[config.mk]
export PLATFORM = sky130hd
export DESIGN_NAME = inorder_retire_buf
export DESIGN_NICKNAME = d
export VERILOG_FILES = /design/src/rtl/irb_pkg.sv /design/src/rtl/irb_ptrs.sv /design/src/rtl/irb_entries.sv /design/src/rtl/inorder_retire_buf.sv
export SDC_FILE = /design/constraint.sdc
export NUM_CORES = 1
export LEC_CHECK = 0
export BUFFER_PORTS_ARGS = -buffer_cell sky130_fd_sc_hd__buf_2
export CORE_ASPECT_RATIO = 1.4
export CORE_MARGIN = 2
export CORE_UTILIZATION = 54
export CTS_CLUSTER_DIAMETER = 80
export DETAILED_ROUTE_END_ITERATION = 10
export PLACE_DENSITY = 0.75
export SYNTH_ARGS = -nofsm -noshare
export SYNTH_HDL_FRONTEND = slang
export SYNTH_SLANG_ARGS = --single-unit
[constraint.sdc]
create_clock -name clk -period 3.87 [get_ports clk]
set_input_delay 0.1935 -clock clk [delete_from_list [all_inputs] [get_ports clk]]
set_output_delay 0.1935 -clock clk [all_outputs]
set_load 0.02 [all_outputs]
[src/rtl/irb_pkg.sv]
package irb_pkg;

  typedef enum logic [1:0] {
    CAUSE_NONE = 2'b00,
    CAUSE_EXC  = 2'b01,
    CAUSE_MISP = 2'b10
  } flush_cause_e;

endpackage

[src/rtl/irb_ptrs.sv]
module irb_ptrs #(
  parameter int DEPTH = 8,
  localparam int IDXW = $clog2(DEPTH),
  localparam int CNTW = $clog2(DEPTH + 1)
) (
  input  logic            clk,
  input  logic            rst,
  input  logic            alloc_fire,
  input  logic            retire_fire,
  input  logic            flush_now,
  output logic [IDXW-1:0] head,
  output logic [IDXW-1:0] tail,
  output logic [CNTW-1:0] count
);

  logic [IDXW-1:0] head_nx;

  assign head_nx = retire_fire ? head + 1'b1 : head;

  always_ff @(posedge clk) begin
    if (rst) begin
      head  <= '0;
      tail  <= '0;
      count <= '0;
    end else begin
      head <= head_nx;
      if (flush_now) begin
        tail  <= head_nx;
        count <= '0;
      end else begin
        if (alloc_fire) tail <= tail + 1'b1;
        case ({alloc_fire, retire_fire})
          2'b10:   count <= count + 1'b1;
          2'b01:   count <= count - 1'b1;
          default: count <= count;
        endcase
      end
    end
  end

  AST_NO_OVERFLOW: assert property (@(posedge clk) disable iff (rst)
    count <= CNTW'(DEPTH));

  AST_FULL_HOLDS: assert property (@(posedge clk) disable iff (rst)
    (count == CNTW'(DEPTH) && !retire_fire && !flush_now) |=> $stable(tail));

  AST_BALANCE: assert property (@(posedge clk) disable iff (rst)
    (alloc_fire && retire_fire && !flush_now) |=> $stable(count));

  AST_FLUSH_EMPTIES: assert property (@(posedge clk) disable iff (rst)
    flush_now |=> (count == '0 && tail == head));

endmodule

[src/rtl/irb_entries.sv]
module irb_entries #(
  parameter int DEPTH = 8,
  parameter int REGW  = 5,
  parameter int DATAW = 32,
  localparam int IDXW = $clog2(DEPTH)
) (
  input  logic             clk,
  input  logic             rst,
  input  logic             alloc_fire,
  input  logic [IDXW-1:0]  alloc_idx,
  input  logic [REGW-1:0]  alloc_dest,
  input  logic             cmp_valid,
  input  logic [IDXW-1:0]  cmp_idx,
  input  logic [DATAW-1:0] cmp_data,
  input  logic             cmp_exc,
  input  logic             cmp_mispred,
  input  logic             retire_fire,
  input  logic             flush_now,
  input  logic [IDXW-1:0]  head_idx,
  output logic             head_valid,
  output logic             head_done,
  output logic             head_exc,
  output logic             head_misp,
  output logic [REGW-1:0]  head_dest,
  output logic [DATAW-1:0] head_data
);

  logic [DEPTH-1:0] valid_q, done_q, exc_q, misp_q;
  logic [REGW-1:0]  dest_q   [DEPTH];
  logic [DATAW-1:0] data_mem [DEPTH];
  logic             cmp_fire;

  assign cmp_fire = cmp_valid && valid_q[cmp_idx];

  always_ff @(posedge clk) begin
    if (rst) begin
      valid_q <= '0;
      done_q  <= '0;
      exc_q   <= '0;
      misp_q  <= '0;
    end else begin
      if (alloc_fire) begin
        valid_q[alloc_idx] <= 1'b1;
        done_q[alloc_idx]  <= 1'b0;
        exc_q[alloc_idx]   <= 1'b0;
        misp_q[alloc_idx]  <= 1'b0;
      end
      if (cmp_fire) begin
        done_q[cmp_idx] <= 1'b1;
        exc_q[cmp_idx]  <= cmp_exc;
        misp_q[cmp_idx] <= cmp_mispred;
      end
      if (retire_fire) valid_q[head_idx] <= 1'b0;
      if (flush_now)   valid_q <= '0;
    end
  end

  always_ff @(posedge clk) begin
    if (alloc_fire) dest_q[alloc_idx] <= alloc_dest;
  end

  always_ff @(posedge clk) begin
    if (cmp_fire) data_mem[cmp_idx] <= cmp_data;
  end

  assign head_valid = valid_q[head_idx];
  assign head_done  = done_q[head_idx];
  assign head_exc   = exc_q[head_idx];
  assign head_misp  = misp_q[head_idx];
  assign head_dest  = dest_q[head_idx];
  assign head_data  = data_mem[head_idx];

  AST_ALLOC_FREE_SLOT: assert property (@(posedge clk) disable iff (rst)
    alloc_fire |-> !valid_q[alloc_idx]);

endmodule

[src/rtl/inorder_retire_buf.sv]
module inorder_retire_buf
  import irb_pkg::*;
#(
  parameter int DEPTH = 8,
  parameter int REGW  = 5,
  parameter int DATAW = 32,
  localparam int IDXW = $clog2(DEPTH)
) (
  input  logic             clk,
  input  logic             rst,
  input  logic             alloc_valid,
  input  logic [REGW-1:0]  alloc_dest,
  output logic             alloc_ready,
  output logic [IDXW-1:0]  alloc_tag,
  input  logic             cmp_valid,
  input  logic [IDXW-1:0]  cmp_tag,
  input  logic [DATAW-1:0] cmp_data,
  input  logic             cmp_exc,
  input  logic             cmp_mispred,
  output logic             rf_we,
  output logic [REGW-1:0]  rf_addr,
  output logic [DATAW-1:0] rf_data,
  output logic             flush,
  output logic [1:0]       flush_cause
);

  localparam int CNTW = $clog2(DEPTH + 1);

  logic [IDXW-1:0]  head, tail;
  logic [CNTW-1:0]  count;
  logic             h_valid, h_done, h_exc, h_misp;
  logic [REGW-1:0]  h_dest;
  logic [DATAW-1:0] h_data;
  logic             h_ready, retire_fire, flush_now, alloc_fire;
  flush_cause_e     cause_now;

  assign h_ready     = h_valid && h_done;
  assign retire_fire = h_ready && !h_exc;
  assign flush_now   = h_ready && (h_exc || h_misp);
  assign cause_now   = !flush_now ? CAUSE_NONE : (h_exc ? CAUSE_EXC : CAUSE_MISP);
  assign alloc_ready = (count != CNTW'(DEPTH)) && !flush_now;
  assign alloc_fire  = alloc_valid && alloc_ready;
  assign alloc_tag   = tail;

  irb_ptrs #(.DEPTH(DEPTH)) ptrs_i (
    .clk(clk), .rst(rst),
    .alloc_fire(alloc_fire), .retire_fire(retire_fire), .flush_now(flush_now),
    .head(head), .tail(tail), .count(count)
  );

  irb_entries #(.DEPTH(DEPTH), .REGW(REGW), .DATAW(DATAW)) ents_i (
    .clk(clk), .rst(rst),
    .alloc_fire(alloc_fire), .alloc_idx(tail), .alloc_dest(alloc_dest),
    .cmp_valid(cmp_valid), .cmp_idx(cmp_tag), .cmp_data(cmp_data),
    .cmp_exc(cmp_exc), .cmp_mispred(cmp_mispred),
    .retire_fire(retire_fire), .flush_now(flush_now), .head_idx(head),
    .head_valid(h_valid), .head_done(h_done), .head_exc(h_exc), .head_misp(h_misp),
    .head_dest(h_dest), .head_data(h_data)
  );

  always_ff @(posedge clk) begin
    if (rst) begin
      rf_we       <= 1'b0;
      rf_addr     <= '0;
      rf_data     <= '0;
      flush       <= 1'b0;
      flush_cause <= CAUSE_NONE;
    end else begin
      rf_we       <= retire_fire;
      rf_addr     <= h_dest;
      rf_data     <= h_data;
      flush       <= flush_now;
      flush_cause <= cause_now;
    end
  end

  AST_HEAD_LIVE: assert property (@(posedge clk) disable iff (rst)
    (count != '0) |-> h_valid);

  AST_EMPTY_NO_WRITE: assert property (@(posedge clk) disable iff (rst)
    (count == '0) |=> !rf_we);

  AST_FLUSH_PULSE: assert property (@(posedge clk) disable iff (rst)
    flush |=> !flush);

  AST_FLUSH_CAUSE: assert property (@(posedge clk) disable iff (rst)
    flush |-> $countones(flush_cause) == 1);

  AST_EXC_NO_WRITE: assert property (@(posedge clk) disable iff (rst)
    (flush && flush_cause == CAUSE_EXC) |-> !rf_we);

  AST_MISP_WRITES: assert property (@(posedge clk) disable iff (rst)
    (flush && flush_cause == CAUSE_MISP) |-> rf_we);

  AST_FLUSH_BLOCKS: assert property (@(posedge clk) disable iff (rst)
    flush_now |=> $stable(count) || count == '0);

endmodule

==> flow_summary.toml <==
[status]
status = "completed"

[clock_network]
cts_tree = "yes"
clkSlewWorstSetupHoldPaths_ns = 0.06
cts_buffer_depth = 3
hold_buffers = 37
clock-sinks = 379
cts_resized = 0
cts_setup_buffers = 0
clkLatencyLatePin_ns = 0.52
h-tree-depth = 2
root_buffer = "clkbuf_16"
cts_buffers = 35

[floorplan]
dieWidth_microns = 143
chipHeight_microns = 198
initial_core_util = 0.545
fp-row-count = 71
die-area_sq_um = 28300
io_pins = 91
core_area_sq_um = 26700

[detailed_routing]
antenna_left = 0
vias_per_cell = 5.98
first_pass_iters = 5
wl_microns = 29200
drt_iter0_drc = 596
drc_errors = 0
num_vias = 7672
routedWlPerCell_microns = 22.7

[place]
place_hpwl_microns = 16700
gp_congestion = 0.831
pre_cts_ws_ns = 0.695
port-buffer-count = 90

[worst_setup_path]
start_kind = "register"
crit_fanout = 27
critPathKind = "register to register"
worstPathRequired_ns = 4.32
crit_arrival_ns = 3.69
crit_path_end_kind = "register"

[logic_synthesis]
yosysSeqAreaShare = 0.726
synth_flop_cell = "edfxtp_1"
syn_area_per_cell_sq_um = 18.4
yosys_warnings = 0
synth.distinct_cells = 59
synth_cells = 788
synthesis.nets = 839
ys_ff_latch = 379
ys_async_sr_fraction = 0
netlist_area_sq_um = 14500
synth_edf_count = 296

[grt]
antenna_found_initial = 0
grt_max_degree = 69
grt_remaining_overflow = 0
grt_pass1_vias = 7896
grt_pass1_wl_microns = 45000
track_usage = 0.213

[sta]
setup_viol = 0
period_needed_ns = 3.25
slew_headroom = 0.328
worst_slew_pin_slew_ns = 1.01
slew_violations = 0
fmax_ghz = 0.308
period_share = 0.839
fin_skew_ns = 0.0147
hold_viol = 0
timing.final.ws_setup_ns = 0.622
rsz0062_at_grt = "false"
setup_tns_ns = 0

[finish]
fin_util = 0.634
nNetsFinal = 982
final_common_cell = "edfxtp_1"
drive_gt1_frac = 0.274
mostFrequentLayoutCells = "296 x edfxtp_1, 90 x buf_2, 80 x dfxtp_1, 77 x mux4_2, 50 x mux2i_1"
num_antenna_cells = 0
area_delta_synth_final_pct = 16.2

[pwr]
power.leakage_nw = 5.53
pwr-share-clk = 0.421
p_sw_w = 0.00160
intPower_w = 0.00654
peakVddDrop_v = 0.000317
powerDensity_nw_per_um2 = 482
share_comb_of_total_power = 0.032
p_seq_frac = 0.547
switching_share = 0.197

[job]
maxCapViolCount = 0

[hold_path]
worstHoldPathType = "primary input to register"
-- power by group through the flow --
stage | combinational, W | sequential, W | clock [W]
finish | 0.000261 | 0.00445 | 0.00343
global placement | 0.000224 | 0.00453 | 0
global route | 0.000282 | 0.00445 | 0.00364
detailed placement | 0.000230 | 0.00454 | 0
floorplan | 0.0000957 | 0.00455 | 0
CTS | 0.000261 | 0.00445 | 0.00349
-- state kept, by name, summed over array words and instances, names as in the netlist --
signal / flops
rf_we: 1
ents_i.misp_q: 8
ents_i.dest_q: 40
flush: 1
ents_i.done_q: 8
ents_i.data_mem: 256
ents_i.valid_q: 8
ptrs_i.head: 3
flush_cause: 2
ptrs_i.count: 4
ptrs_i.tail: 3
rf_addr: 5
rf_data: 32
ents_i.exc_q: 8
-- per-layer routing --
| metal | part of all wire | global-route usage |
|---|---|---|
| met5 | 0 | 0 |
| met2 | 0.50 | 0.348 |
| met3 | 0.047 | 0.0341 |
| met4 | 0.035 | 0.0906 |
| met1 | 0.42 | 0.288 |
-- synthesized netlist by cell type, drive strengths merged (2+ instances only) --
| library cell | count | area (sq um) |
|---|---|---|
| a2111oi | 6 | 153 |
| a211oi | 2 | 15.0 |
| a21oi | 12 | 63.8 |
| a311oi | 2 | 17.5 |
| and2 | 3 | 18.8 |
| and3 | 3 | 18.8 |
| and4 | 2 | 17.5 |
| buf | 22 | 133 |
| clkbuf | 19 | 71.3 |
| dfxtp | 83 | 1660 |
| edfxtp | 296 | 8890 |
| ha | 5 | 62.6 |
| inv | 18 | 67.6 |
| mux2 | 2 | 26.3 |
| mux2i | 50 | 500 |
| mux4 | 77 | 1730 |
| nand2 | 20 | 75.1 |
| nand2b | 4 | 25.0 |
| nand3 | 22 | 110 |
| nand3b | 2 | 15.0 |
| nand4 | 7 | 43.8 |
| nand4b | 2 | 17.5 |
| nor2 | 47 | 176 |
| nor2b | 6 | 37.5 |
| nor3 | 7 | 35.0 |
| nor4bb | 2 | 20.0 |
| o211a | 2 | 20.0 |
| o21ai | 7 | 35.0 |
| o221a | 6 | 67.6 |
| o22ai | 12 | 75.1 |
| o2bb2ai | 6 | 52.6 |
| o311ai | 2 | 17.5 |
| o41ai | 6 | 52.6 |
| or2 | 2 | 12.5 |
| or4 | 3 | 22.5 |
| xnor2 | 3 | 26.3 |
| xor2 | 3 | 26.3 |
-- kinds of logic (layout without fill, tap and decap cells) --
group                      Yosys count  count (layout)  synth area share
muxes                              129             129             0.156
xor gates and xnor gates             6               6           0.00362
AOI/OAI and AO/OA                   72              72            0.0444
adders and majority gates            5               5           0.00430
DFF                                379             379             0.726
buffers and inverters               59             227            0.0187
and+or+nand+nor                    138             138            0.0476
-- worst max-delay path, stage by stage, from the launching register on --
cell and delay (ns):
dfxtp_4 0.58, and3b_1 0.24, a22oi_1 0.22, nand4_1 0.38, o21ai_0 0.39, ha_1 0.32
nor4bb_1 0.32, a21oi_1 0.08, o21a_1 0.18, or3_1 0.30, a21boi_0 0.16
-- final timing paths --
check                   start               end  slack [ns]  depth (start not counted)
min                cmp_tag[0]   ents_i.exc_q[5]        0.04                          3
max reg2reg    ptrs_i.head[2]   ptrs_i.count[3]        0.62                         10
min reg2reg  ents_i.done_q[2]  ents_i.done_q[2]        0.46                          2
max            ptrs_i.head[2]   ptrs_i.count[3]        0.62                         10
-- through the flow --
step           total power [W]  area (sq um)  hold WS, ns  std cells
3_3_place_gp           0.00476         15400        0.443       1185
4_1_cts                0.00820         16900       0.0227       1284
6_report               0.00814         16900       0.0407       1284
3_5_place_dp           0.00477         15400        0.449       1185
2_1_floorplan          0.00465         14500        0.292        788
5_1_grt                0.00838         16900       0.0432       1284
-- area by class of cell --
cell class / count / area [sq um]
Multi-Input combinational cell: 350 / 3720
Timing Repair Buffer: 147 / 971
Clock inverter: 9 / 75.1
Fill cell: 1861 / 9760
Inverter: 18 / 67.6
Sequential cell: 379 / 10600
Clock buffer: 53 / 1090
Tap cell: 328 / 410
(Power assumes the default switching activity.)
